<file path="config.mk">
export PLATFORM = sky130hd
export DESIGN_NAME = irq_cascade_agg
export DESIGN_NICKNAME = d
export VERILOG_FILES = /design/src/rtl/irq_cascade_agg.sv
export SDC_FILE = /design/constraint.sdc
export NUM_CORES = 1
export LEC_CHECK = 0
export BUFFER_PORTS_ARGS = -buffer_cell sky130_fd_sc_hd__buf_2
export CORE_MARGIN = 10
export CORE_UTILIZATION = 29
export CTS_BUF_LIST = sky130_fd_sc_hd__clkbuf_16
export DETAILED_ROUTE_END_ITERATION = 16
export PLACE_DENSITY = 0.42
export SLEW_MARGIN = 10
export SYNTH_ARGS = -nofsm -noshare
export SYNTH_HDL_FRONTEND = slang
export SYNTH_SLANG_ARGS = --single-unit
</file>
<file path="constraint.sdc">
create_clock -name clk -period 2.6 [get_ports clk]
set_clock_uncertainty 0.1 [all_clocks]
set_input_delay 0.26 -clock clk [delete_from_list [all_inputs] [get_ports clk]]
set_output_delay 0.26 -clock clk [all_outputs]
set_load 0.01 [all_outputs]
</file>
<file path="src/rtl/irq_cascade_agg.sv">
module irq_cascade_agg #(
  parameter int NUM_SIRQ = 17,
  parameter int NUM_ERR  = 8,
  parameter int AW       = 8,
  parameter int DW       = 32,
  parameter int LINK_BIT = 11,
  parameter logic [31:0] ACC_RST = 32'h0200_0000
) (
  input  logic                clk,
  input  logic                rst_n,
  input  logic [NUM_SIRQ-1:0] sirq_in,
  input  logic [NUM_ERR-1:0]  err_in,
  input  logic                reg_we,
  input  logic [AW-1:0]       reg_addr,
  input  logic [DW-1:0]       reg_wdata,
  output logic [DW-1:0]       reg_rdata,
  output logic                irq_out
);
  localparam logic [AW-1:0] OFF_SEG  = AW'('h24);
  localparam logic [AW-1:0] OFF_ACC  = AW'('h28);
  localparam logic [AW-1:0] OFF_CTL  = AW'('h30);
  localparam logic [AW-1:0] OFF_MSK1 = AW'('h34);
  localparam logic [AW-1:0] OFF_ST1  = AW'('h38);
  localparam logic [AW-1:0] OFF_EADR = AW'('h40);
  localparam logic [AW-1:0] OFF_ST2  = AW'('h50);
  localparam logic [AW-1:0] OFF_MSK2 = AW'('h54);
  localparam logic [AW-1:0] OFF_POL  = AW'('h58);
  localparam logic [AW-1:0] OFF_RAW2 = AW'('h5c);

  logic [DW-1:0] seg, acc, ctl, msk1, st1, st2, msk2, pol;
  logic [DW-1:0] set_vec, raw2;
  logic          s1;

  wire wr_seg  = reg_we && reg_addr == OFF_SEG;
  wire wr_acc  = reg_we && reg_addr == OFF_ACC;
  wire wr_ctl  = reg_we && reg_addr == OFF_CTL;
  wire wr_msk1 = reg_we && reg_addr == OFF_MSK1;
  wire wr_st1  = reg_we && reg_addr == OFF_ST1;
  wire wr_st2  = reg_we && reg_addr == OFF_ST2;
  wire wr_msk2 = reg_we && reg_addr == OFF_MSK2;
  wire wr_pol  = reg_we && reg_addr == OFF_POL;

  always_comb begin
    set_vec = '0;
    for (int i = 0; i < NUM_SIRQ; i++) set_vec[DW-1-i] = sirq_in[i];
    set_vec[NUM_ERR-1:0] = err_in;
  end

  assign s1      = ctl[DW-1] & (|(st1 & msk1));
  assign raw2    = DW'(s1) << LINK_BIT;
  assign irq_out = |st2;

  always_ff @(posedge clk) begin
    if (!rst_n) begin
      seg  <= '0;
      acc  <= ACC_RST;
      ctl  <= '0;
      msk1 <= '0;
      st1  <= '0;
      st2  <= '0;
      msk2 <= '0;
      pol  <= '0;
    end else begin
      if (wr_seg)  seg  <= reg_wdata;
      if (wr_acc)  acc  <= reg_wdata;
      if (wr_ctl)  ctl  <= reg_wdata;
      if (wr_msk1) msk1 <= reg_wdata;
      if (wr_msk2) msk2 <= reg_wdata;
      if (wr_pol)  pol  <= reg_wdata;
      st1 <= (st1 & ~(wr_st1 ? reg_wdata : '0)) | set_vec;
      st2 <= (st2 & ~(wr_st2 ? reg_wdata : '0)) | (raw2 & msk2);
    end
  end

  always_comb begin
    case (reg_addr)
      OFF_SEG:  reg_rdata = seg;
      OFF_ACC:  reg_rdata = acc;
      OFF_CTL:  reg_rdata = ctl;
      OFF_MSK1: reg_rdata = msk1;
      OFF_ST1:  reg_rdata = st1;
      OFF_EADR: reg_rdata = '0;
      OFF_ST2:  reg_rdata = st2;
      OFF_MSK2: reg_rdata = msk2;
      OFF_POL:  reg_rdata = pol;
      OFF_RAW2: reg_rdata = raw2;
      default:  reg_rdata = '1;
    endcase
  end


  sirq_set_chk: assert property (@(posedge clk) disable iff (!rst_n)
    1'b1 |=> ((st1 & $past(set_vec)) == $past(set_vec)));


  st1_clr_chk: assert property (@(posedge clk) disable iff (!rst_n)
    wr_st1 |=> ((st1 & $past(reg_wdata) & ~$past(set_vec)) == '0));


  st2_sticky_chk: assert property (@(posedge clk) disable iff (!rst_n)
    !wr_st2 |=> ((st2 & $past(st2)) == $past(st2)));


  irq_rise_chk: assert property (@(posedge clk) disable iff (!rst_n)
    $rose(irq_out) |-> ($past(raw2 & msk2) != '0));


  ctl_wr_chk: assert property (@(posedge clk) disable iff (!rst_n)
    wr_ctl |=> (ctl == $past(reg_wdata)));
endmodule

</file>
==> impl_metrics.tcl, run 1 <==
set metrics [dict create \
    hold_viol 0 \
    rrSetupSlack_ns 1.06 \
    clock_insertion_delay_worst_skew_ns 0.57 \
    hold_path_class "in2reg" \
    r2r_cells 5 \
    io_pins 101 \
    dpl.hpwl_microns 33110 \
    cts_tree "built" \
    setup_viol 0 \
    yosysMostFrequentCell "nand2_1" \
    fin_crit_ns 2.558 \
    critPathTopFamily "simple AND/OR/NAND/NOR gates" \
    die_area_sq_mm 0.04745 \
    num_antenna_cells 0 \
    synth_nets 1462 \
    holdPathEnd "msk2[14]" \
    worstReg2RegStart "st1[26]" \
    gr-total-overflow 0 \
    fin_tns_setup_ns 0 \
    grt_max_degree 82 \
    nNetsFinal 1599 \
    syn_to_final_growth_pct 25.24 \
    postSynthRegisterBits 256 \
    grt_pass1_vias 10690 \
    vias_per_cell 5.177 \
    synth_area_leaders "dfxtp_1 (45%), nand2_1 (16%), a21boi_1 (7.2%), a21boi_0 (5.6%), a222oi_1 (3.7%)" \
    max_stage_delay_ns 0.35 \
    crit_buf_inv 1 \
    clkSlewWorstSetupHoldPaths_ns 0.06 \
    coreArea_sq_mm 0.03865 \
    critPathSlowestCell "dfxtp_2" \
    worstPathRequired_ns 2.24 \
    cp.arrival_ns 2.20 \
    synth-seq-area-share_pct 45.16 \
    root_buffer "clkbuf_16" \
    wl_microns 48350 \
    peakVddDrop_mv 0.5526 \
    crit_chain "a22oi_2 -> nand4_1 -> nor4_2 -> or3_1 -> nand4_1 -> buf_2" \
    yosys_warnings 0 \
    start_util_pct 29.36 \
    drt-initial-drc-count 1022 \
    antenna_found_initial 0 \
    track_usage_pct 20.01 \
    cp_max_fo 3 \
    p_per_area_mw_per_mm2 587.9 \
    placed_cell_area_sq_mm 0.01251 \
    wl_per_cell_microns 23.34 \
    finalInstanceArea_sq_mm 0.01421 \
    worstHoldStart "reg_we" \
    grt_pass1_wl_microns 72080 \
    fin_ws_ns 0.04221 \
    die_x_microns 217.8 \
    yosysUniqueCellTypes 39 \
    worstSetupStartpointType "flip-flop" \
    period_share_pct 98.38 \
    routabilityCongestion 0.8795 \
    holdWs_ns 0.2909 \
    ant_nets 0 \
    status "finished, final reports clean" \
    synth_top_area_share_pct 45.16 \
    worstMarginPinSlew_ns 0.5774 \
    yosysTopAreaCell "dfxtp_1" \
    cts.sinks 256 \
    pre_cts_slack_ns 0.1127 \
    drv_slew 0 \
    netlist_top_cells_count "nand2_1 (473), dfxtp_1 (256), a21boi_1 (109), a21boi_0 (84), a21oi_1 (64)" \
    synth_edf_count 0 \
    critPathCaptureType "primary output" \
    rows 72 \
    async_reset_ff_share_pct 0 \
    port_buffers 100 \
    die_h_microns 217.8 \
    cp_common_cell "nand4_1" \
    syn_area_sq_mm 0.01135 \
    drive_gt1_share_pct 15.58 \
    synthFlopType "dfxtp_1" \
    vias 10720 \
    rsz0062_at_grt "yes" \
    synth.avg_cell_area_sq_um 8.141 \
    h-tree-depth 1 \
    r2r-end "st2[11]" \
    clock_path_buffers 3 \
    p_leak_nw 4.828 \
    n_fill_cell 4042 \
    max_freq_mhz 391.0 \
    numCtsBuffers 31 \
    drc 0 \
    relSlewSlack_pct 61.15 \
    crit_type "reg2out" \
    synthCells 1394 \
    min_path_cells 5 \
    first_pass_iters 6 \
    maxCapViolations 0 \
]
==> per-stage QoR <==
| stage | std cells | utilization (%) | power [mW] |
|---|---|---|---|
| floorplan | 1394 | - | 4.294 |
| global placement | 1940 | 32.36 | 4.505 |
| detailed placement | 1940 | 32.36 | 4.504 |
| CTS | 2071 | 36.71 | 8.462 |
| global route | 2071 | 36.77 | 8.622 |
| finish | 2071 | 36.77 | 8.356 |
==> power by group <==
group / internal [mW] / switching, mW / total, mW
combinational: 0.230 / 0.274 / 0.504
clock: 2.13 / 1.72 / 3.84
sequential: 3.96 / 0.0514 / 4.01
total: 6.31 / 2.04 / 8.36
==> worst max path at each step <==
stage                            from       endpoint  slack (ns)  cells after the start
after detailed placement  reg_addr[7]   reg_rdata[9]        0.11                      9
after global placement    reg_addr[7]  reg_rdata[19]        0.17                      9
after floorplan           reg_addr[3]  reg_rdata[29]        0.50                      7
final                         st1[26]  reg_rdata[11]        0.04                      6
after CTS                     st1[22]  reg_rdata[11]       0.003                      6
after global routing          st1[26]  reg_rdata[11]       -0.06                      6
==> per-layer routing <==
metal / wire (microns) / GRT usage [%]
met4: 1087 / 4.767
met3: 2563 / 2.996
met2: 23180 / 33.89
met5: 0 / 0
met1: 21520 / 26.19
==> tightest hold or removal path: cells and delay by family <==
kind                   cells  cell delay, ns
buffers and inverters      2            0.36
AOI/OAI and AO/OA          1            0.12
and+or+nand+nor            2            0.18
==> sequential cells by signal (all words and copies together) (netlist names) <==
register / count
pol: 32
msk1: 32
ctl: 32
st2: 32
seg: 32
acc: 32
msk2: 32
st1: 32
==> cells by family after synthesis <==
family / synth area share, %
AO/OA/AOI/OAI: 25.63
flip-flops: 45.16
buffers and inverters: 6.560
AND/OR/NAND/NOR: 22.45
multiplexers: 0.1984
==> cell type report <==
cell class | instances | area [sq um] | share of cell area (%)
clock buffers | 31 | 775.7 | 5.458
well taps | 518 | 648.1 | 4.560
clock inverters | 24 | 98.84 | 0.6955
repair buffers | 253 | 1956 | 13.76
flip-flops and latches | 256 | 5131 | 36.10
multi-input cells | 989 | 5603 | 39.42
==> timing repair <==
item,4_1_cts,5_1_grt
setup endpoints to repair,1,6
pin swaps,6,5
hold endpoints to repair,256,0
resized for setup,12,6
hold buffers,75,0
buffers inserted,1,0
==> placed cells by master, fill, tap and decap left out, types with 3 or more instances in the layout <==
| cell | instances |
|---|---|
| nand2_1 | 473 |
| dfxtp_1 | 251 |
| a21boi_1 | 109 |
| buf_2 | 99 |
| a21boi_0 | 84 |
| dlygate4sd3_1 | 75 |
| buf_4 | 69 |
| a21oi_1 | 64 |
| a222oi_1 | 42 |
| nor2b_1 | 32 |
| a22oi_1 | 31 |
| clkbuf_16 | 31 |
| nand4_1 | 24 |
| a22o_1 | 21 |
| nand3_1 | 18 |
| inv_1 | 12 |
| a221oi_1 | 11 |
| and3_1 | 9 |
| nor2_1 | 9 |
| buf_12 | 9 |
| a22oi_2 | 8 |
| clkinv_1 | 8 |
| and2_1 | 7 |
| nor4_1 | 6 |
| o21ai_0 | 5 |
| dfxtp_2 | 5 |
| o2bb2ai_1 | 4 |
| nor4_2 | 4 |
| clkinv_2 | 3 |
Power figures use the tool's default switching activity.
==> inputs of run 2 (changes only) <==
CORE_ASPECT_RATIO = 2   (was unset)
CTS_CLUSTER_SIZE = 16   (was unset)
GPL_TIMING_DRIVEN = 0   (was unset)
==> impl_metrics.tcl, run 2 (synthesis gave the netlist of run 1 again) <==
set metrics [dict create \
    status "finished, final reports clean" \
    setup_viol 0 \
    die_h_microns 299.8 \
    nNetsFinal 1620 \
    track_usage_pct 23.80 \
    layout_common_cells "nand2_1 (472), dfxtp_1 (254), a21boi_1 (109), buf_2 (93), a21boi_0 (84)" \
    maxCapViolations 0 \
    drv_slew 0 \
    coreArea_sq_mm 0.03867 \
    cts_tree "built" \
    rsz0062_at_grt "yes" \
    clock_path_buffers 3 \
    max_freq_mhz 386.1 \
    cts.sinks 256 \
    drt-initial-drc-count 1113 \
    wl_microns 58910 \
    cp.arrival_ns 2.23 \
    grt_pass1_wl_microns 83190 \
    root_buffer "clkbuf_16" \
    rows 102 \
    total_power_mw 8.201 \
    finalInstanceArea_sq_mm 0.01402 \
    wl_per_cell_microns 28.21 \
    relSlewSlack_pct 37.26 \
    io_pins 101 \
    cp_max_fo 3 \
    syn_to_final_growth_pct 23.55 \
    hold_viol 0 \
    h-tree-depth 1 \
    dpl.hpwl_microns 43220 \
    worstSetupStartpointType "flip-flop" \
    clkSlewWorstSetupHoldPaths_ns 0.07 \
    die_area_sq_mm 0.04793 \
    num_antenna_cells 0 \
    placed_cell_area_sq_mm 0.01233 \
    start_util_pct 29.35 \
    period_share_pct 99.62 \
    critPathCaptureType "primary output" \
    routabilityCongestion 0.9473 \
    p_leak_nw 4.725 \
    drive_gt1_share_pct 14.09 \
    grt_pass1_vias 11200 \
    worstPathRequired_ns 2.24 \
    vias_per_cell 5.385 \
    holdWs_ns 0.09357 \
    first_pass_iters 7 \
    hold_path_class "in2reg" \
    mostFrequentLayoutCell "nand2_1" \
    p_per_area_mw_per_mm2 584.9 \
    die_x_microns 159.9 \
    gr-total-overflow 0 \
    fin_crit_ns 2.590 \
    peakVddDrop_mv 0.5169 \
    placed_cells 1980 \
    vias 11240 \
    port_buffers 66 \
    stdcell_count 2088 \
    clock_insertion_delay_worst_skew_ns 0.56 \
    crit_type "reg2out" \
    antenna_found_initial 1 \
    worstMarginPinSlew_ns 0.9411 \
    drc 0 \
    numCtsBuffers 25 \
    ant_nets 0 \
    finish.utilization_pct 36.26 \
    grt_max_degree 15 \
]
-- run 2: changes by cell type in the layout (fill, tap and decap cells not counted), moves of 7 or more --
cell / change
clkbuf_1: +51
buf_4: -19
dlygate4sd3_1: -11
buf_12: -9
clkbuf_4: +8
inv_1: -7
-- run 2: cell type report --
type	instances	area [sq um]
Tap cell	520	650.6
Timing Repair Buffer	133	996.0
Multi-Input combinational cell	989	5609
Clock inverter	18	127.6
Sequential cell	256	5127
Buffer	147	884.6
Fill cell	4084	24650
Clock buffer	25	625.6
-- run 2: layer usage --
metal  vias to the layer above  track usage [%]  wire [microns]
met5                         -                0               0
met4                         0            15.10            3960
met2                       474            43.98           30880
met1                      5470            25.21           21040
met3                       156            2.477            3029
li1                       5143                -               -
-- run 2: path summary, 6_finish.rpt --
| check | startpoint | to | slack (ns) | cells after the start |
|---|---|---|---|---|
| worst max-delay path | st2[12] | irq_out | 0.01 | 4 |
| worst min-delay path | rst_n | acc[23] | 0.09 | 2 |
| worst max register to register | st1[29] | st2[11] | 1.07 | 4 |
| worst min register to register | msk2[20] | msk2[20] | 0.35 | 2 |
-- run 2: per-stage QoR --
step                        TNS, ns  setup slack [ns]
after detailed placement    -104.35            -1.298
after global placement       -98.48            -1.307
after CTS                         0          0.006033
after floorplan                   0            0.5020
after global routing      -0.007420         -0.007420
final                             0          0.009868
-- run 2: power by group --
group / internal [mW] / leakage, nW / switching [mW]
clock: 1.93 / 0.394 / 1.70
combinational: 0.228 / 2.26 / 0.332
sequential: 3.95 / 2.07 / 0.0554
total: 6.11 / 4.73 / 2.09
-- run 2: what timing repair did --
action	in CTS	in global routing
setup endpoints to repair	93	36
hold buffers	64	0
gates resized for setup	74	17
hold endpoints to repair	256	0
buffers inserted	3	0
pin swaps	5	5
-- run 2: critical path, stage by stage (launching register included) --
cell,delay [ns]
dfxtp_1,0.36
nor4_4,0.46
nand4_1,0.33
or2_2,0.38
buf_2,0.15
==> inputs of run 3 (changes only) <==
ABC_AREA = 1   (was unset)
==> impl_metrics.tcl, run 3 <==
set metrics [dict create \
    status "finished, final reports clean" \
    grt_pass1_vias 11630 \
    clock_path_buffers 3 \
    vias_per_cell 5.051 \
    setup_viol 0 \
    cts_tree "built" \
    seqCellArea_sq_mm 0.005125 \
    rows 101 \
    cp_max_fo 10 \
    root_buffer "clkbuf_16" \
    fin_crit_ns 2.562 \
    max_stage_delay_ns 0.38 \
    yosysTopAreaCell "dfxtp_1" \
    cts.sinks 256 \
    synth_nets 1657 \
    netlist_top_cells_count "o21ai_0 (289), nand2_1 (257), dfxtp_1 (256), a21oi_1 (218), inv_1 (213)" \
    yosysMostFrequentCell "o21ai_0" \
    grt-busiest-layer "met2" \
    placed_cells 2202 \
    multi_input_area_sq_mm 0.004807 \
    synthFlopType "dfxtp_1" \
    relSlewSlack_pct 28.50 \
    peakVddDrop_mv 0.4262 \
    synth_top_area_share_pct 45.69 \
    track_usage_pct 23.41 \
    routabilityCongestion 0.9199 \
    ant_nets 0 \
    critPathCaptureType "primary output" \
    mostFrequentLayoutCell "o21ai_0" \
    yosys_warnings 0 \
    gr-total-overflow 0 \
    io_pins 101 \
    die_area_sq_mm 0.04742 \
    synth-seq-area-share_pct 45.69 \
    hold_viol 0 \
    die_h_microns 298.1 \
    die_x_microns 159.1 \
    fin_tns_setup_ns 0 \
    vias 11660 \
    synthCells 1589 \
    drive_gt1_share_pct 11.50 \
    worstPathRequired_ns 2.24 \
    cp.arrival_ns 2.20 \
    drv_slew 0 \
    coreArea_sq_mm 0.03816 \
    crit_type "in2out" \
    total_power_mw 8.298 \
    clock_insertion_delay_worst_skew_ns 0.56 \
    postSynthRegisterBits 256 \
    rsz0062_at_grt "yes" \
    numCtsBuffers 27 \
    p_per_area_mw_per_mm2 601.1 \
    worstSetupStartpointType "primary input" \
    period_share_pct 98.53 \
    hold_path_class "in2reg" \
    wl_microns 57640 \
    synth.avg_cell_area_sq_um 7.058 \
    h-tree-depth 1 \
    async_reset_ff_share_pct 0 \
    nNetsFinal 1840 \
    start_util_pct 29.39 \
    wl_per_cell_microns 24.97 \
    p_leak_nw 5.395 \
    antenna_found_initial 1 \
    worstMarginPinSlew_ns 1.072 \
    yosysUniqueCellTypes 22 \
    grtUsageMet3_pct 2.334 \
    n_fill_cell 4315 \
    port_buffers 98 \
    grtUsageMet2_pct 43.88 \
    grt_util_met1_pct 21.60 \
    maxCapViolations 0 \
    drc 0 \
    drt-initial-drc-count 772 \
    synth_area_leaders "dfxtp_1 (46%), o21ai_0 (13%), a21oi_1 (9.7%), nand2_1 (8.6%), inv_1 (7.1%)" \
    grt_max_degree 14 \
    synth_edf_count 0 \
    syn_area_sq_mm 0.01122 \
    clkSlewWorstSetupHoldPaths_ns 0.06 \
    first_pass_iters 5 \
    crit_chain "buf_2 -> inv_1 -> nand2_1 -> nor2_1 -> nand2_4 -> clkbuf_4 -> o21ai_0 -> nor2_1 -> nand3_1 -> buf_2" \
    max_freq_mhz 390.3 \
    stdcell_count 2308 \
    dpl.hpwl_microns 45420 \
    layout_common_cells "o21ai_0 (265), nand2_1 (257), dfxtp_1 (256), inv_1 (225), a21oi_1 (218)" \
    syn_to_final_growth_pct 23.09 \
    grt_pass1_wl_microns 80910 \
    critPathSlowestCell "nor2_1" \
]
## run 3: changes by cell type in the layout (fill, tap and decap cells not counted), sizes merged, moves of 17 or more
cell,before,now
a21boi,193,0
a21oi,64,218
a222oi,42,0
a22o,21,0
a22oi,39,0
buf,152,135
inv,5,235
nand2,473,260
nand3,18,85
nand4,24,5
nor2,9,100
nor2b,32,0
o211ai,0,32
o21ai,5,300
## run 3: power breakdown
part           switching [mW]  internal [mW]  leakage (nW)  total [mW]
Clock                    1.71           2.07         0.445        3.78
Combinational           0.362          0.167          2.88       0.529
Sequential             0.0339           3.95          2.07        3.99
Total                    2.11           6.19          5.39        8.30
## run 3: stage by stage
step | utilization, % | hold slack, ns | setup WS (ns) | area [sq um]
floorplan | - | 0.2940 | 0.9282 | 11220
global placement | 32.36 | 0.3338 | -0.4398 | 12350
detailed placement | 32.36 | 0.3402 | -0.4303 | 12350
CTS | 36.06 | 0.002854 | -0.03210 | 13760
global route | 36.17 | 0.01402 | -0.006555 | 13800
finish | 36.17 | 0.007898 | 0.03812 | 13810
## run 3: logic make-up after synthesis
logic type,Yosys count,share of synthesized area [%]
AO/OA/AOI/OAI,550,25.26
AND/OR/NAND/NOR,460,17.19
buffers and inverters,323,11.86
flip-flops,256,45.69
## run 3: final cells by class
class	instances	area share [%]
antenna	1	0.01813
inverter	222	6.036
clock inverter	22	1.033
multi-input combinational	1010	34.82
sequential	256	37.12
tap	515	4.667
buffer	99	3.707
timing repair buffer	156	7.703
clock buffer	27	4.894
## run 3: path summary, 6_finish.rpt
| kind | start | end | slack (ns) | cells after the start |
|---|---|---|---|---|
| worst max-delay path | reg_addr[7] | reg_rdata[7] | 0.04 | 10 |
| worst min-delay path | reg_wdata[5] | pol[5] | 0.008 | 3 |
| worst max register to register | st1[28] | st2[11] | 1.23 | 8 |
| worst min register to register | seg[21] | seg[21] | 0.35 | 2 |
## run 3: per-layer routing
metal / vias to the layer above / part of all wire, % / wire [microns]
li1: 5569 / - / -
met3: 172 / 3.4 / 1934
met4: 0 / 10 / 5894
met5: - / 0 / 0
met1: 5529 / 33 / 19240
met2: 387 / 53 / 30570
## run 3: worst max-delay path: cells and delay by family
family / cells / cell delay [ns]
buffers and inverters: 4 / 0.68
AOI/OAI and AO/OA: 1 / 0.36
and+or+nand+nor: 5 / 0.88
## run 3: what timing repair did
item                                   CTS  global route
resized for setup                       31            19
setup endpoints to repair               31            26
hold buffers                            55             0
endpoints found under the hold margin   61             0
setup buffers                            1             2
pin swaps                                2             2
